## config.mk

```make
export PLATFORM = sky130hd
export DESIGN_NAME = int_divider
export DESIGN_NICKNAME = d
export VERILOG_FILES = /design/src/rtl/intdiv_pkg.sv /design/src/rtl/div_lzc.sv /design/src/rtl/div_step.sv /design/src/rtl/div_sign_fix.sv /design/src/rtl/int_divider.sv
export SDC_FILE = /design/constraint.sdc
export NUM_CORES = 1
export LEC_CHECK = 0
export CORE_MARGIN = 10
export CORE_UTILIZATION = 59
export DETAILED_ROUTE_END_ITERATION = 10
export DONT_BUFFER_PORTS = 1
export PLACE_DENSITY = 0.78
export SKIP_CTS_REPAIR_TIMING = 1
export SLEW_MARGIN = 0
export SYNTH_ARGS = -nofsm -noshare
export SYNTH_HDL_FRONTEND = slang
export SYNTH_HIERARCHICAL = 1
export SYNTH_SLANG_ARGS = --single-unit
```

## constraint.sdc

```tcl
create_clock -name clk -period 4.3 [get_ports clk]
set_clock_uncertainty 0.2 [all_clocks]
set_input_delay 0.86 -clock clk [delete_from_list [all_inputs] [get_ports clk]]
set_output_delay 0.86 -clock clk [all_outputs]
set_load 0.1 [all_outputs]
```

## src/rtl/intdiv_pkg.sv

```systemverilog
// Package intdiv_pkg
// Shared types and constants for the iterative divider.
// Assumes: op code bit 1 = remainder select, bit 0 = unsigned select.
package intdiv_pkg;

    typedef enum logic [1:0] {
        ST_IDLE  = 2'd0,
        ST_ALIGN = 2'd1,
        ST_STEP  = 2'd2,
        ST_DONE  = 2'd3
    } div_state_e;

    localparam int OP_REM_BIT = 1;
    localparam int OP_UNS_BIT = 0;

endpackage

```

## src/rtl/div_lzc.sv

```systemverilog
// Module div_lzc
// Counts leading zeros of a W-bit value; an all-zero input yields W.
// Assumes CW is wide enough to hold the value W.
module div_lzc #(
    parameter int W  = 32,
    parameter int CW = $clog2(W) + 1
) (
    input  logic [W-1:0]  val_i,
    output logic [CW-1:0] lz_o
);

    // Priority scan: the highest set bit, visited last, wins.
    always_comb begin
        lz_o = CW'(W);
        for (int i = 0; i < W; i++) begin
            if (val_i[i]) lz_o = CW'(W - 1 - i);
        end
    end

endmodule

```

## src/rtl/div_step.sv

```systemverilog
// Module div_step
// One compare-and-subtract step of the restoring divider.
// Assumes both inputs are unsigned magnitudes.
module div_step #(
    parameter int W = 32
) (
    input  logic [W-1:0] part_i,
    input  logic [W-1:0] dsr_i,
    output logic         fit_o,
    output logic [W-1:0] part_o
);

    // Subtract the divisor when it fits, otherwise pass the partial remainder through.
    always_comb begin
        fit_o  = (dsr_i <= part_i);
        part_o = fit_o ? (part_i - dsr_i) : part_i;
    end

endmodule

```

## src/rtl/div_sign_fix.sv

```systemverilog
// Module div_sign_fix
// Restores the sign of the magnitude quotient or remainder and selects the result.
// Assumes the magnitudes come from the unsigned iteration.
module div_sign_fix #(
    parameter int W = 32
) (
    input  logic [W-1:0] quo_i,
    input  logic [W-1:0] rem_i,
    input  logic         neg_quo_i,
    input  logic         neg_rem_i,
    input  logic         sel_rem_i,
    output logic [W-1:0] res_o
);

    // Two's-complement negate the selected magnitude when its sign is negative.
    always_comb begin
        if (sel_rem_i) res_o = neg_rem_i ? (~rem_i + 1'b1) : rem_i;
        else           res_o = neg_quo_i ? (~quo_i + 1'b1) : quo_i;
    end

endmodule

```

## src/rtl/int_divider.sv

```systemverilog
// Module int_divider
// Multi-cycle signed/unsigned integer divider with a start/busy/done handshake.
// Flow: IDLE captures magnitudes; ALIGN shifts the divisor by the leading-zero
// difference (or resolves special cases); STEP does one compare-subtract per
// bit position; DONE presents the sign-corrected result for one cycle.
// Assumes: start is ignored unless idle; the result is held until the next done.
module int_divider #(
    parameter int W = 32
) (
    input  logic         clk,
    input  logic         rst_n,
    input  logic         start_i,
    input  logic [1:0]   op_i,
    input  logic [W-1:0] dividend_i,
    input  logic [W-1:0] divisor_i,
    output logic         busy_o,
    output logic         done_o,
    output logic [W-1:0] result_o
);
    import intdiv_pkg::*;

    localparam int          CW      = $clog2(W) + 1;
    localparam logic [W-1:0] MOST_NEG = {1'b1, {(W-1){1'b0}}};

    div_state_e   state_q;
    logic [W-1:0] mag_a_q, mag_b_q, raw_a_q;
    logic         neg_quo_q, neg_rem_q, sel_rem_q, div0_q, ovf_q;
    logic [W-1:0] part_q, dsr_q, quo_q, result_q;
    logic [CW-1:0] cnt_q;

    logic         uns_in, sa_in, sb_in;
    logic [CW-1:0] lz_a, lz_b, shamt;
    logic         fit;
    logic [W-1:0] part_nx, quo_nx, fixed_res, special_res;

    // Operand decode at the request boundary.
    always_comb begin
        uns_in = op_i[OP_UNS_BIT];
        sa_in  = !uns_in && dividend_i[W-1];
        sb_in  = !uns_in && divisor_i[W-1];
    end

    div_lzc #(.W(W), .CW(CW)) u_lz_a (.val_i(mag_a_q), .lz_o(lz_a));
    div_lzc #(.W(W), .CW(CW)) u_lz_b (.val_i(mag_b_q), .lz_o(lz_b));

    // Alignment distance; zero when the divisor already exceeds the dividend.
    always_comb shamt = (lz_b > lz_a) ? (lz_b - lz_a) : '0;

    div_step #(.W(W)) u_step (
        .part_i (part_q),
        .dsr_i  (dsr_q),
        .fit_o  (fit),
        .part_o (part_nx)
    );

    // Quotient collects one bit per step, most significant first.
    always_comb quo_nx = {quo_q[W-2:0], fit};

    div_sign_fix #(.W(W)) u_fix (
        .quo_i     (quo_nx),
        .rem_i     (part_nx),
        .neg_quo_i (neg_quo_q),
        .neg_rem_i (neg_rem_q),
        .sel_rem_i (sel_rem_q),
        .res_o     (fixed_res)
    );

    // Architecturally defined results for zero divisor and signed overflow.
    always_comb begin
        if (div0_q) special_res = sel_rem_q ? raw_a_q : '1;
        else        special_res = sel_rem_q ? '0 : raw_a_q;
    end

    // Sequencer and datapath registers.
    always_ff @(posedge clk) begin
        if (!rst_n) begin
            state_q   <= ST_IDLE;
            mag_a_q   <= '0;
            mag_b_q   <= '0;
            raw_a_q   <= '0;
            neg_quo_q <= 1'b0;
            neg_rem_q <= 1'b0;
            sel_rem_q <= 1'b0;
            div0_q    <= 1'b0;
            ovf_q     <= 1'b0;
            part_q    <= '0;
            dsr_q     <= '0;
            quo_q     <= '0;
            cnt_q     <= '0;
            result_q  <= '0;
        end else begin
            unique case (state_q)
                ST_IDLE: begin
                    if (start_i) begin
                        mag_a_q   <= sa_in ? (~dividend_i + 1'b1) : dividend_i;
                        mag_b_q   <= sb_in ? (~divisor_i + 1'b1) : divisor_i;
                        raw_a_q   <= dividend_i;
                        neg_quo_q <= sa_in ^ sb_in;
                        neg_rem_q <= sa_in;
                        sel_rem_q <= op_i[OP_REM_BIT];
                        div0_q    <= (divisor_i == '0);
                        ovf_q     <= !uns_in && (dividend_i == MOST_NEG) && (divisor_i == '1);
                        state_q   <= ST_ALIGN;
                    end
                end
                ST_ALIGN: begin
                    if (div0_q || ovf_q) begin
                        result_q <= special_res;
                        state_q  <= ST_DONE;
                    end else begin
                        part_q  <= mag_a_q;
                        dsr_q   <= mag_b_q << shamt;
                        quo_q   <= '0;
                        cnt_q   <= shamt;
                        state_q <= ST_STEP;
                    end
                end
                ST_STEP: begin
                    part_q <= part_nx;
                    quo_q  <= quo_nx;
                    dsr_q  <= dsr_q >> 1;
                    cnt_q  <= cnt_q - 1'b1;
                    if (cnt_q == '0) begin
                        result_q <= fixed_res;
                        state_q  <= ST_DONE;
                    end
                end
                ST_DONE: state_q <= ST_IDLE;
                default: state_q <= ST_IDLE;
            endcase
        end
    end

    assign busy_o   = (state_q != ST_IDLE);
    assign done_o   = (state_q == ST_DONE);
    assign result_o = result_q;

endmodule

```

After elaboration in Yosys (flattened, before gate mapping)
Cells that the tools add are included.
{"block": "totals", "input_bits": 69, "wordCells": 142, "out_inout_bits": 34, "ff_bits": 236}
{"block": "classes", "eq_ne": 9, "magnitude_cmp": 2, "shift": 1, "muxes": 89, "n_addsub": 7, "n_reduce_logical": 15, "bitwise": 5}
{"operator": "32-bit two-way mux", "n": 13}
{"operator": "6-bit two-way mux", "n": 66}
{"operator": "32-bit one-hot mux with 2 select lines", "n": 3}
{"operator": "32-bit by 1-bit adder with 32-bit output, second input constant", "n": 4}
{"operator": "32-bit NOT", "n": 4}
{"operator": "32-bit == test, second input constant", "n": 2}
{"operator": "31-bit one-hot mux with 2 select lines", "n": 1}
{"operator": "32-bit <= comparator", "n": 1}
{"operator": "32-bit zero test", "n": 1}
{"operator": "32-bit by 6-bit left shift with 32-bit output", "n": 1}
{"operator": "32-bit subtractor", "n": 1}
{"operator": "31-bit two-way mux", "n": 1}
{"operator": "6-bit one-hot mux with 2 select lines", "n": 1}
{"operator": "2-bit != test, second input constant", "n": 4}
{"operator": "2-bit one-hot mux with 4 select lines", "n": 1}
{"operator": "6-bit > comparator", "n": 1}
{"operator": "6-bit zero test", "n": 1}
{"operator": "2-bit AND reduction", "n": 3}
{"operator": "6-bit by 1-bit subtractor with 6-bit output, second input constant", "n": 1}
{"operator": "6-bit subtractor", "n": 1}
{"operator": "2-bit == test, second input constant", "n": 2}
{"operator": "1-bit logical AND", "n": 4}
{"operator": "2-bit two-way mux", "n": 2}
{"operator": "2-bit nonzero test", "n": 2}
{"operator": "other kinds (7)", "n": 7}

Longest topological paths before layout
{"block": "depth", "depth_word": 37, "ltp_mapped": 21, "mapped_depth_nobuf": 20}

Hierarchy
The synthesis kept the hierarchy.
{"mod": "int_divider", "seq_area_each_um2": 4704.5, "n_inst": 1, "cells_per_inst": 1595, "area_per_inst_um2": 13391.6}
{"mod": "div_step", "seq_area_each_um2": 0.0, "n_inst": 1, "cells_per_inst": 356, "area_per_inst_um2": 2566.2}
{"mod": "div_sign_fix", "seq_area_each_um2": 0.0, "n_inst": 1, "cells_per_inst": 237, "area_per_inst_um2": 1741.7}
{"mod": "div_lzc", "seq_area_each_um2": 0.0, "n_inst": 2, "cells_per_inst": 65, "area_per_inst_um2": 367.9}

Least setup slack after synthesis
Ideal clock, no wire load.
{"block": "synth_path", "path_type": "reg-to-reg", "start": "register dsr_q[25]", "end": "register result_q[28], in the netlist result_o[28]", "synth_period_minus_slack_ns": 4.720, "n_path_buf": 2, "path_stages_with_launch": 20, "arrival_ns": 4.397, "path_slack_ns": -0.420, "path_cell_list": "dfxtp_1 -> inv_1 -> ha_1 -> buf_6 -> a21o_1 -> a21o_1 -> a21o_1 -> a211oi_2 -> o21ai_2 -> a21oi_4 -> inv_6 -> buf_8 -> mux2_4 -> or4_1 -> or4_1 -> o41ai_1 -> xor2_1 -> mux2i_1 -> a221oi_1 -> nor2_1"}
{"block": "synth_via", "elab_chain_cells": 8}
{"element": "from (decl)", "line_no": "int_divider.sv:28", "text": "logic [W-1:0] part_q, dsr_q, quo_q, result_q;"}
{"element": "from (signal assigned)", "line_no": "int_divider.sv:112", "text": "dsr_q <= mag_b_q << shamt;"}
{"element": "from (signal assigned)", "line_no": "int_divider.sv:121", "text": "dsr_q <= dsr_q >> 1;"}
{"element": "32-bit <= comparator", "line_no": "div_step.sv:15", "text": "fit_o = (dsr_i <= part_i);"}
{"element": "net fit", "line_no": "int_divider.sv:33", "text": "logic fit;"}
{"element": "32-bit two-way mux", "line_no": "div_step.sv:16", "text": "part_o = fit_o ? (part_i - dsr_i) : part_i;"}
{"element": "net part_nx[22]", "line_no": "int_divider.sv:34", "text": "logic [W-1:0] part_nx, quo_nx, fixed_res, special_res;"}
{"element": "32-bit NOT", "line_no": "div_sign_fix.sv:17", "text": "if (sel_rem_i) res_o = neg_rem_i ? (~rem_i + 1'b1) : rem_i;"}
{"element": "32-bit by 1-bit adder with 32-bit output", "line_no": "div_sign_fix.sv:17"}
{"element": "32-bit two-way mux (2 in series)", "line_no": "div_sign_fix.sv:17"}
{"element": "net fixed_res[28]", "line_no": "int_divider.sv:34"}
{"element": "32-bit two-way mux", "line_no": "int_divider.sv:123", "text": "if (cnt_q == '0) begin"}
{"element": "32-bit one-hot mux with 2 select lines", "line_no": "int_divider.sv:92", "text": "unique case (state_q)"}
{"element": "to (signal assigned)", "line_no": "int_divider.sv:108", "text": "result_q <= special_res;"}
{"element": "to (signal assigned)", "line_no": "int_divider.sv:124", "text": "result_q <= fixed_res;"}
{"element": "to (decl)", "line_no": "int_divider.sv:28"}
The timed path passes the listed nets, and every way through them passes these cells. The select of a mux whose other input is x is not followed.
A chain may end at the register's enable or synchronous reset.

Final worst setup path
{"block": "layout_path", "start": "register dsr_q[17]", "end": "register result_q[14], in the netlist result_o[14]"}
The elaborated chain is that of the path after synthesis.

==> impl_metrics.env <==
export IMPL_coreArea_mm2=0.0307
export IMPL_grt_pass1_wl_mm=109
export IMPL_r2r_cells=18
export IMPL_hold_depth=2
export IMPL_viasPerCell=6.72
export IMPL_postSynthAreaPerCell_um2=7.95
export IMPL_htree_levels=1
export IMPL_worstHoldStart="dividend_i[14]"
export IMPL_crit_family="simple AND/OR/NAND/NOR gates"
export IMPL_drtIter0Drc=2656
export IMPL_final_common_cell="buf_4"
export IMPL_diodes=0
export IMPL_clkSinkCount=235
export IMPL_slew_viol_final=0
export IMPL_ios=103
export IMPL_end_kind="register"
export IMPL_netlist_area_mm2=0.0184
export IMPL_path_max_fanout=6
export IMPL_die_w_um=197
export IMPL_post_route_period_util_pct=116
export IMPL_violations="negative setup slack"
export IMPL_rows=64
export IMPL_clkTransAtPathRegs_ns=0.06
export IMPL_ys_seq_area_share_pct=25.5
export IMPL_design_area_mm2=0.0248
export IMPL_relSlewSlack_pct=5.76
export IMPL_worst_pin_slew_ns=1.41
export IMPL_rsz0062_at_grt="true"
export IMPL_dp_hpwl_mm=53.4
export IMPL_grt_use_total_pct=34.8
export IMPL_syn_nets=2439
export IMPL_fin_ws_ns=-0.677
export IMPL_antenna_found_initial=0
export IMPL_setup_viol=58
export IMPL_cp_data_arrival_time_ns=5.22
export IMPL_root_buffer="clkbuf_16"
export IMPL_yosysUniqueCellTypes=102
export IMPL_rr_endpoint="result_o[14]$_SDFFE_PN0P_"
export IMPL_critPathKind="reg -> reg"
export IMPL_grt_start_max_net_pins=239
export IMPL_die_area_mm2=0.0387
export IMPL_hold_viol_final=0
export IMPL_ys_warn_count=6
export IMPL_critPathRequiredTime_ns=4.54
export IMPL_hold_path_class="in -> reg"
export IMPL_ys_seq_elements=235
export IMPL_overflow=0
export IMPL_gp_congestion=0.963
export IMPL_die_y_um=197
export IMPL_netlist_instances=2318
export IMPL_status="finished with violations"
export IMPL_final_cell_mix="buf_4 (472), nand2_1 (289), dfxtp_1 (229)"
export IMPL_fin_nets=2836
export IMPL_clock_latency_ns=0.56
export IMPL_vias=21000
export IMPL_cp_slowest_cell="or4_4"
export IMPL_numPortBuffers=0
export IMPL_synth_async_reset_ratio_pct=0
export IMPL_first_pass_iters=7
export IMPL_worst_path_buf_inv=3
export IMPL_wl_per_cell_um=23.8
export IMPL_fmax_mhz=201
export IMPL_clk_path_buf_depth=3
export IMPL_reg2reg_slack_ns=-0.68
export IMPL_syn_to_final_growth_pct=34.3
export IMPL_ys_flop_type="dfxtp_1"
export IMPL_cts_buffers=27
export IMPL_postRouteAntennaNets=0
export IMPL_drcViolationCount=0
export IMPL_grt_pass1_vias=19300
export IMPL_worst_setup_path_start_kind="register"
export IMPL_dpl_cell_area_mm2=0.0219
export IMPL_drv_cap=0
export IMPL_crit_chain="inv_1, ha_1, nor3_1, o21a_1, o31ai_1, a21oi_2, nand3_2, a21oi_4, clkinv_4, mux2_2, or3b_4, or4_4, buf_4, o41ai_4, xor2_1, mux2i_1, a221oi_1, nor2_1"
export IMPL_min_to="raw_a_q[14]$_SDFFE_PN0P_"
export IMPL_initial_core_util_pct=60.0
export IMPL_layout_min_cycle_time_ns=4.98
export IMPL_cts_tree="built"
export IMPL_synth_edf_count=0
export IMPL_drive_gt1_share_pct=30.5
export IMPL_slowest_delay_ns=0.62
export IMPL_routed_wl_mm=74.6
export IMPL_worstReg2RegStart="dsr_q[17]$_SDFFE_PN0P_"
[worst max path at each step]
| stage | cells after the start | to | slack (ns) | startpoint |
|---|---|---|---|---|
| 6_report | 18 | result_o[14]$_SDFFE_PN0P_ | -0.68 | dsr_q[17]$_SDFFE_PN0P_ |
| 5_1_grt | 20 | result_o[14]$_SDFFE_PN0P_ | -0.76 | dsr_q[17]$_SDFFE_PN0P_ |
| 4_1_cts | 18 | result_o[25]$_SDFFE_PN0P_ | -0.65 | dsr_q[13]$_SDFFE_PN0P_ |
| 3_5_place_dp | 18 | result_o[25]$_SDFFE_PN0P_ | -0.64 | dsr_q[13]$_SDFFE_PN0P_ |
| 3_3_place_gp | 20 | dsr_q[28]$_SDFFE_PN0P_ | -0.53 | mag_a_q[3]$_SDFFE_PN0P_ |
| 2_1_floorplan | 19 | result_o[23]$_SDFFE_PN0P_ | -0.27 | dsr_q[25]$_SDFFE_PN0P_ |
[flip-flops by register name (all words and copies together) (netlist names)]
name and cells:
mag_a_q 32, result_o 32, neg_rem_q 1, cnt_q 6, dsr_q 32, sel_rem_q 1, raw_a_q 31, mag_b_q 32
neg_quo_q 1, div0_q 1, state_q 2, part_q 32, quo_q 31, ovf_q 1
[cells in the mapped netlist, types with 17 or more instances]
cell type	count	area share, %
a211oi_1	18	0.73
a21boi_0	38	1.5
a21o_1	25	1.0
a21oi_1	131	3.6
a221oi_1	29	1.4
a22oi_1	39	1.6
a31oi_1	26	0.88
and3_1	19	0.64
buf_1	21	0.43
clkbuf_1	113	2.3
dfxtp_1	235	26
ha_1	50	3.4
inv_1	91	1.9
mux2_4	17	1.4
mux2i_1	98	5.3
nand2_1	295	6.0
nand3_1	43	1.2
nand4_1	24	0.81
nor2_1	102	2.1
nor2b_1	56	1.9
nor3_1	46	1.2
nor4_1	39	1.3
o211a_1	108	5.9
o211ai_1	38	1.5
o21ai_0	126	3.4
o31ai_1	47	1.9
o41ai_1	20	0.95
or3_1	21	0.71
xnor2_1	36	1.7
xor2_1	97	4.6
[cell families after synthesis]
logic type                 Yosys count  share of synthesized area (%)
muxes                              134                           8.05
DFF                                235                           25.5
adders and majority gates           66                           4.37
AOI/OAI and AO/OA                  766                           30.4
and+or+nand+nor                    729                           19.5
xor gates and xnor gates           133                           6.32
buffers and inverters              255                           5.79
[metrics by stage]
stage          util (%)  hold WS (ns)  setup WS [ns]  cells  setup TNS, ns
6_report           80.5         0.253         -0.677   3131         -19.27
5_1_grt            80.5         0.249         -0.760   3131         -26.16
4_1_cts            74.4         0.235         -0.655   3072         -24.97
3_5_place_dp       71.3         0.265         -0.645   3023         -23.32
3_3_place_gp       71.3         0.256         -0.526   3023         -19.32
2_1_floorplan         -         0.243         -0.269   2318          -4.03
[layer usage]
metal	share of wire [%]	wire length, um	track usage, %	up-vias
met2	44	33100	54.3	1300
met4	3.5	2620	9.40	0
met5	0	0	0	-
li1	-	-	-	9429
met3	12	8710	8.01	238
met1	40	30200	47.3	10100
[layout make-up]
type,count,area (um^2)
flip-flops and latches,235,4710
well taps,396,495
inverters,94,358
clock buffers,35,766
clock inverters,14,184
repair buffers,528,4290
fillers,2086,6000
multi-input cells,1829,13900
Power is not shown: default switching activity piles up to over one toggle a cycle in this logic, so the estimate is an artifact.
